$ cat src/rtl/sdac_pkg.sv
package sdac_pkg;

    localparam int WORD_W         = 24;
    localparam int NUM_CH         = 4;
    localparam int DIV_W          = 3;
    localparam logic [WORD_W-1:0] STROBE_DEFAULT = 24'h7FFFC0;

    typedef enum logic [1:0] {
        XF_IDLE  = 2'd0,
        XF_ARMED = 2'd1,
        XF_SHIFT = 2'd2
    } xfer_state_e;

    typedef struct packed {
        logic load;
        logic shift;
        logic clear;
    } lane_ctl_t;

    // Mask of counter bits 0..sel inclusive
    function automatic logic [(2**DIV_W)-1:0] div_mask(input logic [DIV_W-1:0] sel);
        logic [(2**DIV_W)-1:0] one_hot;
        one_hot = '0;
        one_hot[sel] = 1'b1;
        return (one_hot << 1) - 1'b1 | one_hot;
    endfunction

endpackage

$ cat src/rtl/sdac_clkdiv.sv
module sdac_clkdiv
    import sdac_pkg::*;
#(
    parameter int SEL_W = DIV_W,
    localparam int CNT_W = 2**SEL_W
) (
    input  logic             clk,
    input  logic             rst,
    input  logic [SEL_W-1:0] sel,
    output logic             bit_clk,
    output logic             fall_tick
);
    logic [CNT_W-1:0] cnt_q;
    logic [CNT_W-1:0] mask;

    always_comb begin
        mask = '0;
        for (int i = 0; i < CNT_W; i++) begin
            mask[i] = (i <= int'(sel));
        end
    end

    // Counter wraps its low bits on this edge, so bit[sel] drops 1 -> 0
    assign fall_tick = ((cnt_q & mask) == mask);
    assign bit_clk   = cnt_q[sel];

    always_ff @(posedge clk) begin
        if (rst) begin
            cnt_q <= '0;
        end else begin
            cnt_q <= cnt_q + 1'b1;
        end
    end
endmodule

$ cat src/rtl/sdac_ctrl.sv
module sdac_ctrl
    import sdac_pkg::*;
#(
    parameter int BITS = WORD_W,
    localparam int BC_W = $clog2(BITS)
) (
    input  logic      clk,
    input  logic      rst,
    input  logic      phase_pulse,
    input  logic      tick,
    output lane_ctl_t ctl,
    output logic      busy,
    output logic      overrun
);
    xfer_state_e state_q;
    logic [BC_W-1:0] bit_q;
    logic last_bit;

    assign last_bit  = (bit_q == BC_W'(BITS - 1));
    assign busy      = (state_q != XF_IDLE);
    assign ctl.load  = (state_q == XF_ARMED) && tick;
    assign ctl.shift = (state_q == XF_SHIFT) && tick && !last_bit;
    assign ctl.clear = (state_q == XF_SHIFT) && tick && last_bit;

    always_ff @(posedge clk) begin
        if (rst) begin
            state_q <= XF_IDLE;
            bit_q   <= '0;
            overrun <= 1'b0;
        end else begin
            if (phase_pulse && busy) begin
                overrun <= 1'b1;
            end
            unique case (state_q)
                XF_IDLE: begin
                    if (phase_pulse) state_q <= XF_ARMED;
                end
                XF_ARMED: begin
                    if (tick) begin
                        state_q <= XF_SHIFT;
                        bit_q   <= '0;
                    end
                end
                XF_SHIFT: begin
                    if (tick) begin
                        if (last_bit) begin
                            state_q <= XF_IDLE;
                            bit_q   <= '0;
                        end else begin
                            bit_q <= bit_q + 1'b1;
                        end
                    end
                end
                default: state_q <= XF_IDLE;
            endcase
        end
    end
endmodule

$ cat src/rtl/sdac_lane.sv
module sdac_lane
    import sdac_pkg::*;
#(
    parameter int W = WORD_W
) (
    input  logic         clk,
    input  logic         rst,
    input  lane_ctl_t    ctl,
    input  logic [W-1:0] word,
    input  logic         invert,
    output logic         sout
);
    logic [W-1:0] sr_q;

    assign sout = sr_q[W-1];

    always_ff @(posedge clk) begin
        if (rst) begin
            sr_q <= '0;
        end else if (ctl.load) begin
            sr_q <= word ^ {W{invert}};
        end else if (ctl.shift) begin
            sr_q <= {sr_q[W-2:0], 1'b0};
        end else if (ctl.clear) begin
            sr_q <= '0;
        end
    end
endmodule

$ cat src/rtl/sdac_shifter.sv
module sdac_shifter
    import sdac_pkg::*;
#(
    parameter int W   = WORD_W,
    parameter int CH  = NUM_CH,
    parameter int SW  = DIV_W
) (
    input  logic            clk,
    input  logic            rst,
    input  logic [SW-1:0]   div_sel,
    input  logic            phase_pulse,
    input  logic [W-1:0]    strobe_pattern,
    input  logic [W*CH-1:0] ch_data,
    input  logic [CH-1:0]   ch_invert,
    output logic            dac_clk,
    output logic            dac_strobe,
    output logic [CH-1:0]   dac_sdata,
    output logic            overrun
);
    logic      fall_tick;
    logic      busy;
    lane_ctl_t ctl;

    sdac_clkdiv #(.SEL_W(SW)) u_div (
        .clk       (clk),
        .rst       (rst),
        .sel       (div_sel),
        .bit_clk   (dac_clk),
        .fall_tick (fall_tick)
    );

    sdac_ctrl #(.BITS(W)) u_ctrl (
        .clk         (clk),
        .rst         (rst),
        .phase_pulse (phase_pulse),
        .tick        (fall_tick),
        .ctl         (ctl),
        .busy        (busy),
        .overrun     (overrun)
    );

    sdac_lane #(.W(W)) u_strobe (
        .clk    (clk),
        .rst    (rst),
        .ctl    (ctl),
        .word   (strobe_pattern),
        .invert (1'b0),
        .sout   (dac_strobe)
    );

    for (genvar c = 0; c < CH; c++) begin : g_ch
        sdac_lane #(.W(W)) u_lane (
            .clk    (clk),
            .rst    (rst),
            .ctl    (ctl),
            .word   (ch_data[c*W +: W]),
            .invert (ch_invert[c]),
            .sout   (dac_sdata[c])
        );
    end
endmodule

$ cat config.mk
export PLATFORM = sky130hd
export DESIGN_NAME = sdac_shifter
export DESIGN_NICKNAME = d
export VERILOG_FILES = /design/src/rtl/sdac_pkg.sv /design/src/rtl/sdac_clkdiv.sv /design/src/rtl/sdac_ctrl.sv /design/src/rtl/sdac_lane.sv /design/src/rtl/sdac_shifter.sv
export SDC_FILE = /design/constraint.sdc
export NUM_CORES = 1
export LEC_CHECK = 0
export BUFFER_PORTS_ARGS = -buffer_cell sky130_fd_sc_hd__buf_2
export CELL_PAD_IN_SITES_DETAIL_PLACEMENT = 0
export CELL_PAD_IN_SITES_GLOBAL_PLACEMENT = 1
export CORE_UTILIZATION = 35
export CTS_CLUSTER_SIZE = 28
export DETAILED_ROUTE_END_ITERATION = 7
export PLACE_DENSITY = 0.82
export SKIP_LAST_GASP = 1
export SYNTH_ARGS = -nofsm -noshare
export SYNTH_HDL_FRONTEND = slang
export SYNTH_SLANG_ARGS = --single-unit
$ cat constraint.sdc
create_clock -name clk -period 2.89 [get_ports clk]
set_input_delay 0 -clock clk [delete_from_list [all_inputs] [get_ports clk]]
set_output_delay 0 -clock clk [all_outputs]
set_load 0.03 [all_outputs]
Word level (Yosys, flattened, before mapping):

Cells that the tools add are included.

* register bits: 136
* output and inout port bits: 7
* word-level logic and storage cells: 66

* add/sub/neg operators: 2
* magnitude comparators: 8
* equal/unequal tests: 8
* mux-type cells: 22
* bitwise operators: 5
* reductions and logical operators: 12

Operator list (number)
* two-way mux 24 bit: 11
* bitwise XOR 24 bit: 4
* two-way mux 5 bit: 3
* <= comparator 3 bit (first input constant): 4
* one-hot mux 5 bit (2 select lines): 1
* adder 8 x 1 -> 8 bit (second input constant): 1
* bitwise AND 8 bit: 1
* equality test 8 bit: 1
* two-way mux 2 bit: 4
* <= comparator 2 x 3 -> 1 bit (first input constant): 2
* != test 2 x 1 -> 1 bit (second input constant): 3
* one-hot mux 2 bit (3 select lines): 1
* adder 5 x 1 -> 5 bit (second input constant): 1
* equality test 5 bit (second input constant): 1
* logical AND 1 bit: 5
* less-than comparator 3 x 4 -> 1 bit (second input constant): 1
* AND reduction 4 bit: 1
* nonzero test 2 bit: 2
* binary-select mux 1 bit (select 3 bit): 1
* <= comparator 1 x 3 -> 1 bit (first input constant): 1
* AND reduction 3 bit: 1
* nonzero test 3 bit: 1
* equality test 2 x 1 -> 1 bit (second input constant): 1
* equality test 2 bit (second input constant): 1
* 4 further kinds: 4

Depth between registers and ports, before layout:

* word-level depth: 8
* gate-level depth with buffers: 9
* mapped depth without buffers: 7

Hierarchy:

Synthesis repeated with hierarchy kept, for this count alone.

* cells, all modules: 831
* area, all modules: 8140.3 um2

By module, submodules not included
* sdac_lane: times used 5, cells each 145, area each 1440.1 um2, sequential area each 480.5 um2
* sdac_ctrl: times used 1, cells each 56, area each 479.2 um2, sequential area each 160.2 um2
* sdac_clkdiv: times used 1, cells each 49, area each 456.7 um2, sequential area each 160.2 um2
* sdac_shifter: times used 1, cells each 1, area each 3.8 um2, sequential area each 0.0 um2

Least setup slack after synthesis:

OpenSTA, ideal clock, no wires.

* path type: reg-to-reg
* start point: register u_ctrl.state_q[0]
* end point: register g_ch[0].u_lane.sr_q[10]
* library setup time: 91 ps
* data arrival time: 1927 ps
* required time: 2799 ps
* setup slack: 872 ps
* cell stages (with the launch flop): 10
* period minus slack after synthesis: 2018 ps
* cells stage by stage: dfxtp_1 > inv_1 > ha_1 > or2_2 > clkbuf_1 > and2_1 > buf_2 > buf_2 > buf_2 > a311oi_1

* longest elaborated chain between the ends: 5
* elaborated cells between the ends (all ways): 9
* classes of those cells: eq/ne (2); mux (2); reduce/logical (5)

Ends and longest elaborated chain
* start: declaration: line sdac_ctrl.sv:15 `xfer_state_e state_q;`
* start signal: assignment: line sdac_ctrl.sv:27 `state_q <= XF_IDLE;`
* start signal: assignment: line sdac_ctrl.sv:36 `if (phase_pulse) state_q <= XF_ARMED;`
* start signal: assignment: line sdac_ctrl.sv:40 `state_q <= XF_SHIFT;`
* equality test 2 bit: line sdac_ctrl.sv:22, sdac_ctrl.sv:23
* logical AND 1 bit: line sdac_ctrl.sv:22, sdac_ctrl.sv:23
* logical AND 1 bit: line sdac_ctrl.sv:22 `assign ctl.shift = (state_q == XF_SHIFT) && tick && !last_bit;`
* two-way mux 24 bit: line sdac_lane.sv:22 `end else if (ctl.shift) begin`
* two-way mux 24 bit: line sdac_lane.sv:20 `end else if (ctl.load) begin`
* end signal: assignment: line sdac_lane.sv:21 `sr_q <= word ^ {W{invert}};`
* end signal: assignment: line sdac_lane.sv:23 `sr_q <= {sr_q[W-2:0], 1'b0};`
* end: declaration: line sdac_lane.sv:13 `logic [W-1:0] sr_q;`

Several ways; a longest one is shown, not always the timed one.
A chain may end at the register's enable or synchronous reset.

Worst setup path after layout:

* start point: register u_ctrl.state_q[1]
* end point: register g_ch[0].u_lane.sr_q[4]

Same word-level chain as after synthesis.

==> results.json <==
{
  "drc": 0,
  "die_h_microns": 146.3,
  "antenna_found_initial": 0,
  "cts_setup_buffers": 0,
  "root_buffer": "clkbuf_16",
  "fin_area_sq_um": 9788,
  "cp-start-kind": "register",
  "synth-seq-cells": 136,
  "finalNetCount": 1215,
  "dpl_worst_slack_ns": 0.5803,
  "min_from": "ch_data[48]",
  "routedWlPerCell_microns": 15.13,
  "cts_tree": "built",
  "drive_gt1_share_pct": 16.67,
  "avgViaCountPerCell": 5.352,
  "cts_buffers": 17,
  "fin_tns_setup_ns": 0,
  "max_freq_mhz": 437.9,
  "async_flop_share_pct": 0,
  "placed_area_sq_um": 8015,
  "maxCapViolations": 0,
  "p_total_mw": 5.230,
  "clk_pin_slew_worst_paths_ns": 0.06,
  "clock_latency_ns": 0.42,
  "drt_iter0_markers": 563,
  "synth_flop_cell": "dfxtp_1",
  "hold_depth": 3,
  "postLayoutCoreUtil_pct": 48.22,
  "status": "complete, no violations",
  "grt_pass1_wl_microns": 33600,
  "r2r-end": "g_ch[0].u_lane.sr_q[4]",
  "initial_utilization_pct": 35.88,
  "min_path_type": "in -> reg",
  "r2r_slack_ns": 0.61,
  "synth_area_leader_cell": "dfxtp_1",
  "yosysUniqueCellTypes": 37,
  "drv_slew": 0,
  "finalNonFillerCells": 1362,
  "fill_cells": 1968,
  "grt_max_degree": 131,
  "leakagePower_nw": 3.376,
  "ys_seq_area_share_pct": 37.38,
  "synthAdderAreaFrac_pct": 1.031,
  "dr.pass1.iters": 5,
  "ctsLongestPathBuffers": 2,
  "rsz0062_at_grt": "no",
  "tightestPinTransition_ns": 1.085,
  "finalCritPeriodShare_pct": 79.02,
  "powerDensity_nw_per_um2": 534.3,
  "synth_compound_area_share_pct": 24.21,
  "n_antenna_cell": 0,
  "dp_hpwl_microns": 11630,
  "ys.warnings.count": 0,
  "synth_area_sq_um": 7283,
  "die_w_microns": 146.3,
  "worst_r2r_path_depth": 6,
  "setup_viol": 0,
  "cts_hold_buf": 120,
  "internal_power_mw": 3.637,
  "arrival_ns": 2.53,
  "report.final.hold_viol_count": 0,
  "num_io_pins": 137,
  "synth_xor_area_share_pct": 12.27,
  "cts.sinks": 136,
  "synthMuxAreaShare_pct": 0.6185,
  "clkPwrFrac_pct": 41.0,
  "vdd_ir_drop_max_uv": 356.1,
  "worstPathRequired_ns": 3.14,
  "synth_area_leaders": "dfxtp_1 37%, a311oi_1 14%, xor2_1 12%, nand3_1 8.5%, a21oi_1 8.2%",
  "synth_top_family_by_area": "compound AO/OA/AOI/OAI gates",
  "synth_fp_nets": 1036,
  "coreArea_sq_um": 20300,
  "period_needed_ns": 2.284,
  "grt_pass1_vias": 6672,
  "switchingPower_mw": 1.593,
  "p_sw_share_pct": 30.46,
  "hold_end": "g_ch[2].u_lane.sr_q[0]",
  "ant_nets": 0,
  "worstPathMaxFanout": 43,
  "syn_area_per_cell_sq_um": 8.092,
  "globalplace.congestion": 0.7664,
  "yosys.area_share.simple_pct": 17.59,
  "reg2reg_from": "u_ctrl.state_q[1]",
  "portBuffers": 136,
  "pwr-share-comb_pct": 22.2,
  "cts_resized": 0,
  "syn2layout_area_growth_pct": 34.39,
  "critPathKind": "reg -> reg",
  "num_rows": 52,
  "dieArea_sq_um": 21390,
  "synth_largest_type_area_fraction_pct": 37.38,
  "whs_ns": 0.04535,
  "synth_edf_count": 0,
  "routed_wl_microns": 20600,
  "cts-htree-levels": 4,
  "finalClockSkew_ns": 0.01114,
  "vias": 7290,
  "placedCellCount": 1210,
  "end_kind": "register",
  "gr-usage-all-layers_pct": 19.14,
  "fin_ws_ns": 0.6064,
  "slew_headroom_pct": 27.68,
  "power_frac_seq_pct": 36.8,
  "synthCells": 900,
  "grt_overflow_total": 0
}
[Yosys cell counts, types with 2 or more instances]
| cell | n |
|---|---|
| dfxtp_1 | 136 |
| nor2b_1 | 2 |
| buf_4 | 4 |
| inv_1 | 8 |
| nand2_1 | 126 |
| and2_1 | 2 |
| a21oi_1 | 120 |
| a22o_1 | 5 |
| nor2_1 | 13 |
| buf_1 | 2 |
| nand2b_1 | 5 |
| a311oi_1 | 116 |
| mux4_2 | 2 |
| a31oi_1 | 3 |
| o21ai_0 | 5 |
| nand3_1 | 123 |
| ha_1 | 6 |
| buf_2 | 42 |
| and3_1 | 3 |
| xor2_1 | 101 |
| clkbuf_1 | 60 |
[logic make-up after synthesis]
logic type	after synthesis
compound gates	256
xor+xnor	102
fa+ha+maj	6
buf+inv	116
flops	136
mux	2
simple gates	282
[placed cells by master, fill, tap and decap left out, drive strengths merged, types with 2 or more instances in the layout]
cell         netlist  final
nand2            126    126
a311oi           116    116
dlygate4sd3        0    120
inv                8      8
xor2             101    101
nand3            123    123
and3               3      3
buf               48    148
o21ai              5      5
a31oi              3      3
nor2b              2      2
a21oi            120    120
a22o               5      5
and2               2      2
mux4               2      2
nor2              14     14
nand2b             5      5
bufinv             0      3
clkbuf            60     22
dfxtp            136    136
clkinv             0      6
ha                 6      6
[layout make-up]
| type | instances | area (sq um) | area share [%] |
|---|---|---|---|
| clock buffers | 22 | 444.2 | 4.538 |
| multi-input cells | 648 | 4089 | 41.77 |
| well taps | 270 | 337.8 | 3.451 |
| inverters | 8 | 30.03 | 0.3068 |
| clock inverters | 10 | 127.6 | 1.304 |
| flip-flops and latches | 136 | 2723 | 27.82 |
| repair buffers | 268 | 2037 | 20.81 |
[worst max-delay path, cell delays in order, from the launching register on]
cell and delay, ns:
dfxtp_1 0.31, inv_1 0.15, ha_4 0.35, or2_4 0.40, and2_4 0.45, buf_12 0.27
a311oi_1 0.13
[how the worst max path moves through the flow]
stage | start | to | slack [ns] | cells after the start
after detailed placement | u_div.cnt_q[5] | u_ctrl.state_q[0] | 0.58 | 6
final | u_ctrl.state_q[1] | g_ch[0].u_lane.sr_q[4] | 0.61 | 6
after global placement | u_div.cnt_q[5] | u_ctrl.bit_q[3] | 0.64 | 6
after CTS | u_div.cnt_q[5] | u_ctrl.bit_q[3] | 0.60 | 6
after global routing | u_div.cnt_q[1] | u_ctrl.state_q[0] | 0.37 | 6
after floorplan | u_ctrl.state_q[0] | g_ch[0].u_lane.sr_q[10] | 0.87 | 9
[power by group through the flow]
stage	sequential, mW	clock (mW)	combinational (mW)
floorplan	1.97	0	0.688
global placement	1.97	0	1.04
detailed placement	1.97	0	1.03
CTS	1.93	2.18	1.16
global route	1.93	2.28	1.29
finish	1.93	2.14	1.16
[metal layers]
| layer | vias up | GRT usage (%) | share of wire (%) | routed length (microns) |
|---|---|---|---|---|
| met5 | - | 0 | 0 | 0 |
| met4 | 0 | 4.948 | 1.1 | 225 |
| met3 | 12 | 4.063 | 5.2 | 1068 |
| met2 | 195 | 29.95 | 47 | 9661 |
| met1 | 3452 | 26.62 | 47 | 9648 |
| li1 | 3631 | - | - | - |
[state kept, by name, indices dropped and copies added, names as in the netlist]
name	cells
u_ctrl.state_q	2
u_ctrl.bit_q	5
u_div.cnt_q	8
u_strobe.sr_q	24
g_ch.u_lane.sr_q	96
u_ctrl.overrun	1
(Power assumes the default switching activity.)
